## config.mk

```make
export PLATFORM = sky130hd
export DESIGN_NAME = psw_guard
export DESIGN_NICKNAME = d
export VERILOG_FILES = /design/src/rtl/psw_pkg.sv /design/src/rtl/psw_cmp.sv /design/src/rtl/psw_irq.sv /design/src/rtl/psw_guard.sv
export SDC_FILE = /design/constraint.sdc
export NUM_CORES = 1
export LEC_CHECK = 0
export ABC_CLOCK_PERIOD_IN_PS = 4700
export BUFFER_PORTS_ARGS = -buffer_cell sky130_fd_sc_hd__buf_2
export CAP_MARGIN = 10
export CORE_MARGIN = 1.5
export CORE_UTILIZATION = 40
export DETAILED_ROUTE_END_ITERATION = 10
export PLACE_DENSITY = 0.71
export SYNTH_ARGS = -nofsm -noshare
export SYNTH_HDL_FRONTEND = slang
export SYNTH_HIERARCHICAL = 1
export SYNTH_SLANG_ARGS = --single-unit
export TNS_END_PERCENT = 30
```

## constraint.sdc

```tcl
create_clock -name clk -period 4.7 [get_ports clk]
set_input_delay 0.47 -clock clk [delete_from_list [all_inputs] [get_ports clk]]
set_output_delay 0.47 -clock clk [all_outputs]
set_load 0.005 [all_outputs]
```

## src/rtl/psw_pkg.sv

```systemverilog
package psw_pkg;
   localparam int unsigned PSW_W   = 16;
   localparam int unsigned KEEP_W  = 12;
   localparam int B_CRY = 0;
   localparam int B_TRC = 1;
   localparam int B_ULT = 2;
   localparam int B_FLG = 5;
   localparam int B_EQ  = 6;
   localparam int B_SLT = 7;
   localparam int B_USR = 8;
   localparam int B_STK = 9;
   localparam int B_TPD = 10;
   localparam int B_IEN = 11;

   typedef struct packed {
      logic eq;
      logic ult;
      logic slt;
   } cmp_flags_t;
endpackage

```

## src/rtl/psw_cmp.sv

```systemverilog
module psw_cmp
   import psw_pkg::*;
#(
   parameter int unsigned OPW     = 32,
   parameter bit          USE_SUB = 1'b1
) (
   input  logic [OPW-1:0] op_a,
   input  logic [OPW-1:0] op_b,
   input  logic           is_fp,
   input  logic           fp_eq,
   input  logic           fp_lt,
   output cmp_flags_t     flags
);
   localparam int unsigned MSB = OPW - 1;

   cmp_flags_t int_f;

   generate
      if (USE_SUB) begin : g_sub
         logic [OPW:0] diff;
         logic         ovf;
         always_comb begin
            diff      = {1'b0, op_b} - {1'b0, op_a};
            ovf       = (op_b[MSB] != op_a[MSB]) && (diff[MSB] != op_b[MSB]);
            int_f.eq  = (diff[MSB:0] == '0);
            int_f.ult = diff[OPW];
            int_f.slt = diff[MSB] ^ ovf;
         end
      end else begin : g_direct
         always_comb begin
            int_f.eq  = (op_b == op_a);
            int_f.ult = (op_b < op_a);
            int_f.slt = ($signed(op_b) < $signed(op_a));
         end
      end
   endgenerate

   always_comb begin
      if (is_fp) begin
         flags.eq  = fp_eq;
         flags.ult = 1'b0;
         flags.slt = fp_lt;
      end else begin
         flags = int_f;
      end
   end
endmodule

```

## src/rtl/psw_irq.sv

```systemverilog
module psw_irq (
   input  logic ien,
   input  logic irq_req,
   input  logic nmi_req,
   output logic irq_accept,
   output logic nmi_accept
);
   assign irq_accept = irq_req & ien;
   assign nmi_accept = nmi_req;
endmodule

```

## src/rtl/psw_guard.sv

```systemverilog
module psw_guard
   import psw_pkg::*;
#(
   parameter int unsigned OPW     = 32,
   parameter bit          USE_SUB = 1'b1
) (
   input  logic           clk,
   input  logic           rst_n,
   input  logic           wr_lo_en,
   input  logic           wr_hi_en,
   input  logic [15:0]    wr_data,
   input  logic           cmp_en,
   input  logic           cmp_is_fp,
   input  logic [OPW-1:0] cmp_a,
   input  logic [OPW-1:0] cmp_b,
   input  logic           fp_eq,
   input  logic           fp_lt,
   input  logic           arith_en,
   input  logic           arith_carry,
   input  logic           exc_entry,
   input  logic           irq_req,
   input  logic           nmi_req,
   output logic [15:0]    psw,
   output logic           priv_fault,
   output logic           irq_accept,
   output logic           nmi_accept
);
   localparam int unsigned PAD_W = PSW_W - KEEP_W;

   generate
      if (OPW < 2) begin : g_bad_opw
         $error("psw_guard: OPW must be at least 2");
      end
   endgenerate

   logic [KEEP_W-1:0] st_q, st_d;
   logic              fault_q;
   cmp_flags_t        cf;

   psw_cmp #(.OPW(OPW), .USE_SUB(USE_SUB)) u_cmp (
      .op_a  (cmp_a),
      .op_b  (cmp_b),
      .is_fp (cmp_is_fp),
      .fp_eq (fp_eq),
      .fp_lt (fp_lt),
      .flags (cf)
   );

   psw_irq u_irq (
      .ien        (st_q[B_IEN]),
      .irq_req    (irq_req),
      .nmi_req    (nmi_req),
      .irq_accept (irq_accept),
      .nmi_accept (nmi_accept)
   );

   always_comb begin
      st_d = st_q;
      if (wr_lo_en) st_d[7:0] = wr_data[7:0];
      if (wr_hi_en && !st_q[B_USR]) st_d[KEEP_W-1:8] = wr_data[KEEP_W-1:8];
      if (cmp_en) begin
         st_d[B_EQ]  = cf.eq;
         st_d[B_ULT] = cf.ult;
         st_d[B_SLT] = cf.slt;
      end
      if (arith_en) st_d[B_CRY] = arith_carry;
      if (exc_entry) begin
         st_d[B_USR] = 1'b0;
         st_d[B_STK] = 1'b0;
         st_d[B_TRC] = 1'b0;
      end
   end

   always_ff @(posedge clk) begin
      if (!rst_n) begin
         st_q    <= '0;
         fault_q <= 1'b0;
      end else begin
         st_q    <= st_d;
         fault_q <= wr_hi_en & st_q[B_USR];
      end
   end

   assign psw        = {{PAD_W{1'b0}}, st_q};
   assign priv_fault = fault_q;
endmodule

```

==> impl_metrics.env, run 1 <==
export IMPL_core_area_um2=6460
export IMPL_finalWirelength_um=7830
export IMPL_status="finished with violations"
export IMPL_worstHoldEndpoint="st_q[8]"
export IMPL_grt_pass1_wl_um=12800
export IMPL_wl_met3_um=554
export IMPL_die_y_um=85.6
export IMPL_fill_cells=606
export IMPL_min_from="wr_data[8]"
export IMPL_layout_nets=649
export IMPL_ys_ff_latch=13
export IMPL_p_leak_uw=0.00198
export IMPL_yosysUniqueCellTypes=74
export IMPL_start_kind="primary input"
export IMPL_antenna_left=0
export IMPL_dpl_hpwl_um=6630
export IMPL_drive_above_1_share_pct=39.7
export IMPL_worstPathArrival_ps=4800
export IMPL_wire_per_inst_um=13.1
export IMPL_die_area_um2=7330
export IMPL_setup_ws_ps=84.3
export IMPL_rr_worst_depth=3
export IMPL_gr_total_overflow=0
export IMPL_clock_path_buffers=2
export IMPL_syn_area_um2=2730
export IMPL_fin_crit_ps=4620
export IMPL_synth_main_ff_cell="dfxtp_1"
export IMPL_dr_first_iter_drc_count=166
export IMPL_crit_fanout=2
export IMPL_wirelength_met1_um=3530
export IMPL_crit_type="in -> reg"
export IMPL_cts_tree="done"
export IMPL_finalCritPeriodShare_pct=98.2
export IMPL_finish_utilization_pct=58.8
export IMPL_ys_seq_area_share_pct=9.54
export IMPL_numClockSinks=13
export IMPL_rsz0062_at_grt="yes"
export IMPL_worstPathRequired_ps=4880
export IMPL_portBuffers=101
export IMPL_drv_cap=0
export IMPL_min_path_type="in -> reg"
export IMPL_layout_cells_non_filler=598
export IMPL_antenna_cells=0
export IMPL_cts_buffers=3
export IMPL_antenna_found_initial=0
export IMPL_skew_ps=1.21
export IMPL_fmax_ghz=0.217
export IMPL_dpl_worst_slack_ps=-508
export IMPL_highest_layer="met4"
export IMPL_syn_to_final_growth_pct=39.1
export IMPL_synth_edff_count=0
export IMPL_first_pass_iters=8
export IMPL_synth_async_reset_ratio_pct=0
export IMPL_grt_pass1_vias=3021
export IMPL_cts_root_buf="clkbuf_8"
export IMPL_path_clk_slew_ps=60
export IMPL_yosysWarnings=6
export IMPL_cp_end_kind="register"
export IMPL_synth_area_per_cell_um2=7.42
export IMPL_r2r_start="st_q[8]"
export IMPL_gp_congestion=0.927
export IMPL_r2r_slack_ps=3800
export IMPL_synthCells=368
export IMPL_slew_violations=0
export IMPL_cts_htree_levels=1
export IMPL_die_x_um=85.6
export IMPL_final_hold_viol_count=0
export IMPL_placed_cells_incl_taps=593
export IMPL_cts_hold_buf=0
export IMPL_rr_endpoint="st_q[10]"
export IMPL_insertion_delay_ps=250
export IMPL_grt_usage_pct=20.7
export IMPL_setup_viol=0
export IMPL_holdPathStages=3
export IMPL_vias_per_cell=5.45
export IMPL_drc_errors=10
export IMPL_cellPowerDensity_nw_per_um2=171
export IMPL_violations="DRC"
export IMPL_wl_met2_um=3670
export IMPL_num_rows=29
export IMPL_io_pins=112
export IMPL_grt_max_degree=12
export IMPL_initial_core_util_pct=42.3
export IMPL_peakVddDrop_mv=0.0820
export IMPL_vias=3262
export IMPL_timing_hold_ws_ps=465
critical path: stages:
cell	delay, ps
buf_2	90
inv_1	40
ha_1	270
nor2b_1	150
o31a_2	330
o211ai_1	190
nand2_1	110
a311oi_4	330
o31ai_2	110
a21o_1	200
a21oi_2	120
o21ai_1	70
a21oi_2	140
fa_1	170
nand4b_1	130
nor4_2	170
o2111ai_1	150
or4_1	420
nor4_2	150
nand4b_1	150
nor4b_2	260
nand4_1	160
o31ai_2	200
o21ai_1	80
a21oi_1	110
placed cells by master (no fill, tap or decap), types with 9 or more instances in the layout:
cell type	synthesis	layout
a21oi_1	34	29
buf_2	4	101
buf_4	11	64
dfxtp_1	13	13
ha_1	32	32
inv_1	51	51
mux2i_1	12	12
nand2_1	26	26
nor2_1	16	16
nor2b_1	9	9
nor3_1	10	9
o21ai_0	20	17
xnor2_1	9	9
registers in the layout (all words and copies together), names as in the netlist:
name / count
priv_fault: 1
st_q: 12
repair_timing:
| item | CTS | global route |
|---|---|---|
| setup endpoints to repair | 1 | 1 |
| buffers inserted | 1 | 0 |
| cloned | 0 | 0 |
| pin swaps | 5 | 8 |
| gates resized for setup | 4 | 11 |
cell usage after synthesis, types with 3 or more instances:
cell       instances  area, µm²
nor2_1            16       60.1
ha_1              32        400
a31oi_2            3       37.5
o211ai_1           3       22.5
nand3_1            7       35.0
o31ai_1            3       22.5
nand2_1           26       97.6
mux2i_1           12        120
o2111ai_1          4       35.0
a21oi_1           34        170
buf_6              3       33.8
o21ai_0           20        100
buf_2              4       20.0
inv_1             51        191
nand4_1            7       43.8
o21bai_1           3       22.5
nor2b_1            9       56.3
a311oi_1           3       26.3
xor2_1             3       26.3
a2111oi_2          3       45.0
buf_4             11       82.6
nor3_1            10       50.1
dfxtp_1           13        260
xnor2_1            9       78.8
a21o_1             5       37.5
o21a_1             7       52.6
a211o_1            3       26.3
o22ai_1            4       25.0
how the worst max path moves through the flow:
stage                     depth (start not counted)       to  startpoint
after detailed placement                         26  st_q[6]   cmp_a[12]
after floorplan                                  25  st_q[6]   cmp_a[14]
after CTS                                        26  st_q[6]   cmp_a[15]
final                                            25  st_q[6]    cmp_a[1]
after global placement                           26  st_q[6]   cmp_a[12]
after global routing                             25  st_q[6]   cmp_a[10]
layer usage:
layer	vias to the layer above	track usage [%]
li1	1630	-
met1	1498	28.1
met2	124	35.5
met3	10	2.12
met4	0	4.55
met5	-	0
report_power, final:
part	switching [µW]	internal, µW
clock network	41.8	58.6
registers	2.98	117
logic	218	210
kinds of logic (layout without fill, tap and decap cells):
family / count (synthesis) / in the layout / share of synthesized area (%)
adder cells (fa/ha/maj): 34 / 34 / 16.1
AND/OR/NAND/NOR: 101 / 101 / 20.5
XOR/XNOR: 12 / 12 / 3.85
buffers and inverters: 71 / 221 / 12.3
AO/OA/AOI/OAI: 122 / 122 / 32.1
multiplexers: 14 / 14 / 5.36
other: 1 / 4 / 0.137
flip-flops: 13 / 13 / 9.54
area by class of cell:
class / count / area (µm²) / area share [%]
multi-input cells: 287 / 2210 / 58.3
repair buffers: 165 / 986 / 26.0
flip-flops and latches: 13 / 260 / 6.86
inverters: 52 / 195 / 5.14
well taps: 77 / 96.3 / 2.54
clock buffers: 3 / 41.3 / 1.09
clock inverters: 1 / 5.00 / 0.132
per-stage QoR:
step / total power, µW / cell area, µm² / setup TNS (ps)
global placement: 523 / 3670 / -329
global route: 701 / 3800 / -191
CTS: 639 / 3750 / 0
finish: 648 / 3800 / 0
detailed placement: 531 / 3670 / -508
floorplan: 387 / 2750 / 0
No activity file was read; power rests on OpenSTA's default activity.
==> run 2, diff against run 1 <==
- ABC_AREA: unset -> 1
- ABC_CLOCK_PERIOD_IN_PS: 4700 -> 5900
- CORE_UTILIZATION: 40 -> 38
- PLACE_DENSITY: 0.71 -> unset
- clock period: 4.7 -> 5.9 ns (I/O delays scaled with it)
==> run 2 against run 1 <==
Against the previous run: the run now ends clean; die area grew 21%; critical path depth grew 6; power shrank 26%; count of clock-buffer cells in the layout grew 1; sequential power shrank 20%; combinational power shrank 29%; worst setup slack gained 2000 ps; non-clock buffer count shrank 64.
==> impl_metrics.env, run 2 <==
export IMPL_rsz0062_at_grt="no"
export IMPL_cp_end_kind="register"
export IMPL_synthCells=637
export IMPL_grt_pass1_wl_um=14000
export IMPL_power_frac_seq_pct=20.0
export IMPL_grt_pass1_vias=3360
export IMPL_drv_cap=0
export IMPL_io_pins=112
export IMPL_p_switching_uw=220
export IMPL_cts_htree_levels=1
export IMPL_max_stage_delay_ps=470
export IMPL_status="finished, final reports clean"
export IMPL_layout_nets=868
export IMPL_wire_per_inst_um=9.96
export IMPL_comb_power_share_pct=63.6
export IMPL_vias_per_cell=4.56
export IMPL_drive_above_1_share_pct=16.5
export IMPL_cts_resized=0
export IMPL_ys_ff_latch=13
export IMPL_numClockSinks=13
export IMPL_synth_async_reset_ratio_pct=0
export IMPL_p_leak_uw=0.00256
export IMPL_finalCritPeriodShare_pct=64.1
export IMPL_initial_core_util_pct=38.9
export IMPL_synthTopCellsByArea="nand2_1 28%, inv_1 18%, ha_1 13%"
export IMPL_grt_usage_pct=19.0
export IMPL_gp_congestion=0.889
export IMPL_die_x_um=94.3
export IMPL_fin_setup_tns_ps=0
export IMPL_grt_max_degree=9
export IMPL_p_int_uw=257
export IMPL_die_y_um=94.3
export IMPL_largest_reg_flops=12
export IMPL_regMostFlops="st_q"
export IMPL_synth_most_common_cell="nand2_1"
export IMPL_worstPathArrival_ps=3960
export IMPL_insertion_delay_ps=240
export IMPL_final_cell_mix="232 x nand2_1, 154 x inv_1, 101 x buf_2"
export IMPL_gr_total_overflow=0
export IMPL_die_area_um2=8880
export IMPL_cp_top_family="simple AND/OR/NAND/NOR gates"
export IMPL_antenna_left=0
export IMPL_synth_common_cells="232 x nand2_1, 154 x inv_1, 69 x nor2_1"
export IMPL_cts_root_buf="clkbuf_8"
export IMPL_synth_main_ff_cell="dfxtp_1"
export IMPL_dpl_hpwl_um=7520
export IMPL_syn_area_um2=3160
export IMPL_cts_tree="done"
export IMPL_clockPowerShare_pct=16.3
export IMPL_synth_top_cell_area_share_pct=27.5
export IMPL_finalWirelength_um=8420
export IMPL_final_hold_viol_count=0
export IMPL_yosysUniqueCellTypes=27
export IMPL_cts_hold_buf=0
export IMPL_fmax_ghz=0.264
export IMPL_num_rows=33
export IMPL_post_cts_buffers=0
export IMPL_worst_path_buf_inv=4
export IMPL_drc_errors=0
export IMPL_setup_viol=0
export IMPL_min_path_type="reg -> reg"
export IMPL_crit_fanout=5
export IMPL_antenna_cells=0
export IMPL_first_pass_iters=4
export IMPL_fin_crit_ps=3780
export IMPL_path_clk_slew_ps=60
export IMPL_synth_area_per_cell_um2=4.97
export IMPL_core_area_um2=8130
export IMPL_skew_ps=2.43
export IMPL_dr_first_iter_drc_count=149
export IMPL_ys_seq_area_share_pct=8.22
export IMPL_vias=3857
export IMPL_power_share_switching_pct=46.2
export IMPL_dpl_worst_slack_ps=1840
export IMPL_portBuffers=101
export IMPL_worstPathRequired_ps=6080
export IMPL_crit_top_cell="nand2_1"
export IMPL_antenna_found_initial=0
export IMPL_fill_cells=932
export IMPL_clock_path_buffers=2
export IMPL_setup_ws_ps=2120
export IMPL_yosys_area_top_type="nand2_1"
export IMPL_crit_type="in -> reg"
export IMPL_crit_slowest_cell="fa_1"
export IMPL_synth_edff_count=0
export IMPL_r2r_slack_ps=5110
export IMPL_final_common_cell="nand2_1"
export IMPL_peakVddDrop_mv=0.0710
export IMPL_start_kind="primary input"
export IMPL_cts_buffers=3
export IMPL_yosysWarnings=6
export IMPL_slew_violations=0
export IMPL_cellPowerDensity_nw_per_um2=125
export IMPL_syn_to_final_growth_pct=20.7
## run 2: changes by cell type after synthesis, sizes merged, moves of 7 or more
cell,before,now
mux2i,12,0
xnor2,9,1
nand2,26,239
o21a,7,0
o21ai,24,11
nor2,16,73
inv,52,155
nor2b,10,0
buf,18,5
nand3,7,46
## run 2: metrics by stage
stage	hold WS, ps	util [%]	instances	area (µm²)	power (µW)
3_3_place_gp	460	46.4	841	3770	397
4_1_cts	471	47.0	845	3820	481
3_5_place_dp	463	46.4	841	3770	400
5_1_grt	507	47.0	845	3820	531
2_1_floorplan	462	-	640	3180	313
6_report	466	47.0	845	3820	477
## run 2: path summary, 6_finish.rpt
path | start | end | depth (start not counted)
min | st_q[1] | st_q[1] | 2
max reg2reg | st_q[8] | st_q[9] | 3
min reg2reg | st_q[1] | st_q[1] | 2
max | cmp_a[12] | st_q[6] | 31
## run 2: power by group through the flow
stage                     sequential, µW  combinational, µW  clock (µW)
after floorplan                     98.3                214           0
after global placement              97.4                299           0
after detailed placement            97.6                302           0
after CTS                           95.7                304        80.8
after global routing                96.2                351        83.6
final                               95.6                304        77.9
## run 2: worst reg2reg max path: stages (launching register included)
cell and delay, ps:
dfxtp_1 320, nor2_1 190, nand2_1 100, a21oi_2 110
## run 2: routing by layer
| layer | routed length [µm] | share of wire (%) | vias up | track usage [%] |
|---|---|---|---|---|
| met4 | 36 | 0.43 | 0 | 2.49 |
| met5 | 0 | 0 | - | 0 |
| met1 | 4060 | 48 | 1643 | 25.9 |
| met3 | 426 | 5.1 | 4 | 1.21 |
| li1 | - | - | 2120 | - |
| met2 | 3890 | 46 | 90 | 33.4 |
## run 2: area by class of cell
class / instances / area (µm²) / share of cell area [%]
multi-input combinational: 467 / 2300 / 60.1
inverter: 155 / 582 / 15.2
timing repair buffer: 101 / 505 / 13.2
sequential: 13 / 260 / 6.81
tap: 105 / 131 / 3.44
clock buffer: 4 / 45.0 / 1.18
## run 2: logic make-up (layout without fill, tap and decap cells)
family | count (synthesis) | count (layout) | share of synthesized area, %
other | 1 | 4 | 0.119
adders and majority gates | 34 | 34 | 13.9
DFF | 13 | 13 | 8.22
xor gates and xnor gates | 1 | 1 | 0.277
and+or+nand+nor | 379 | 379 | 49.7
AOI/OAI and AO/OA | 49 | 49 | 8.22
buffers and inverters | 160 | 260 | 19.6
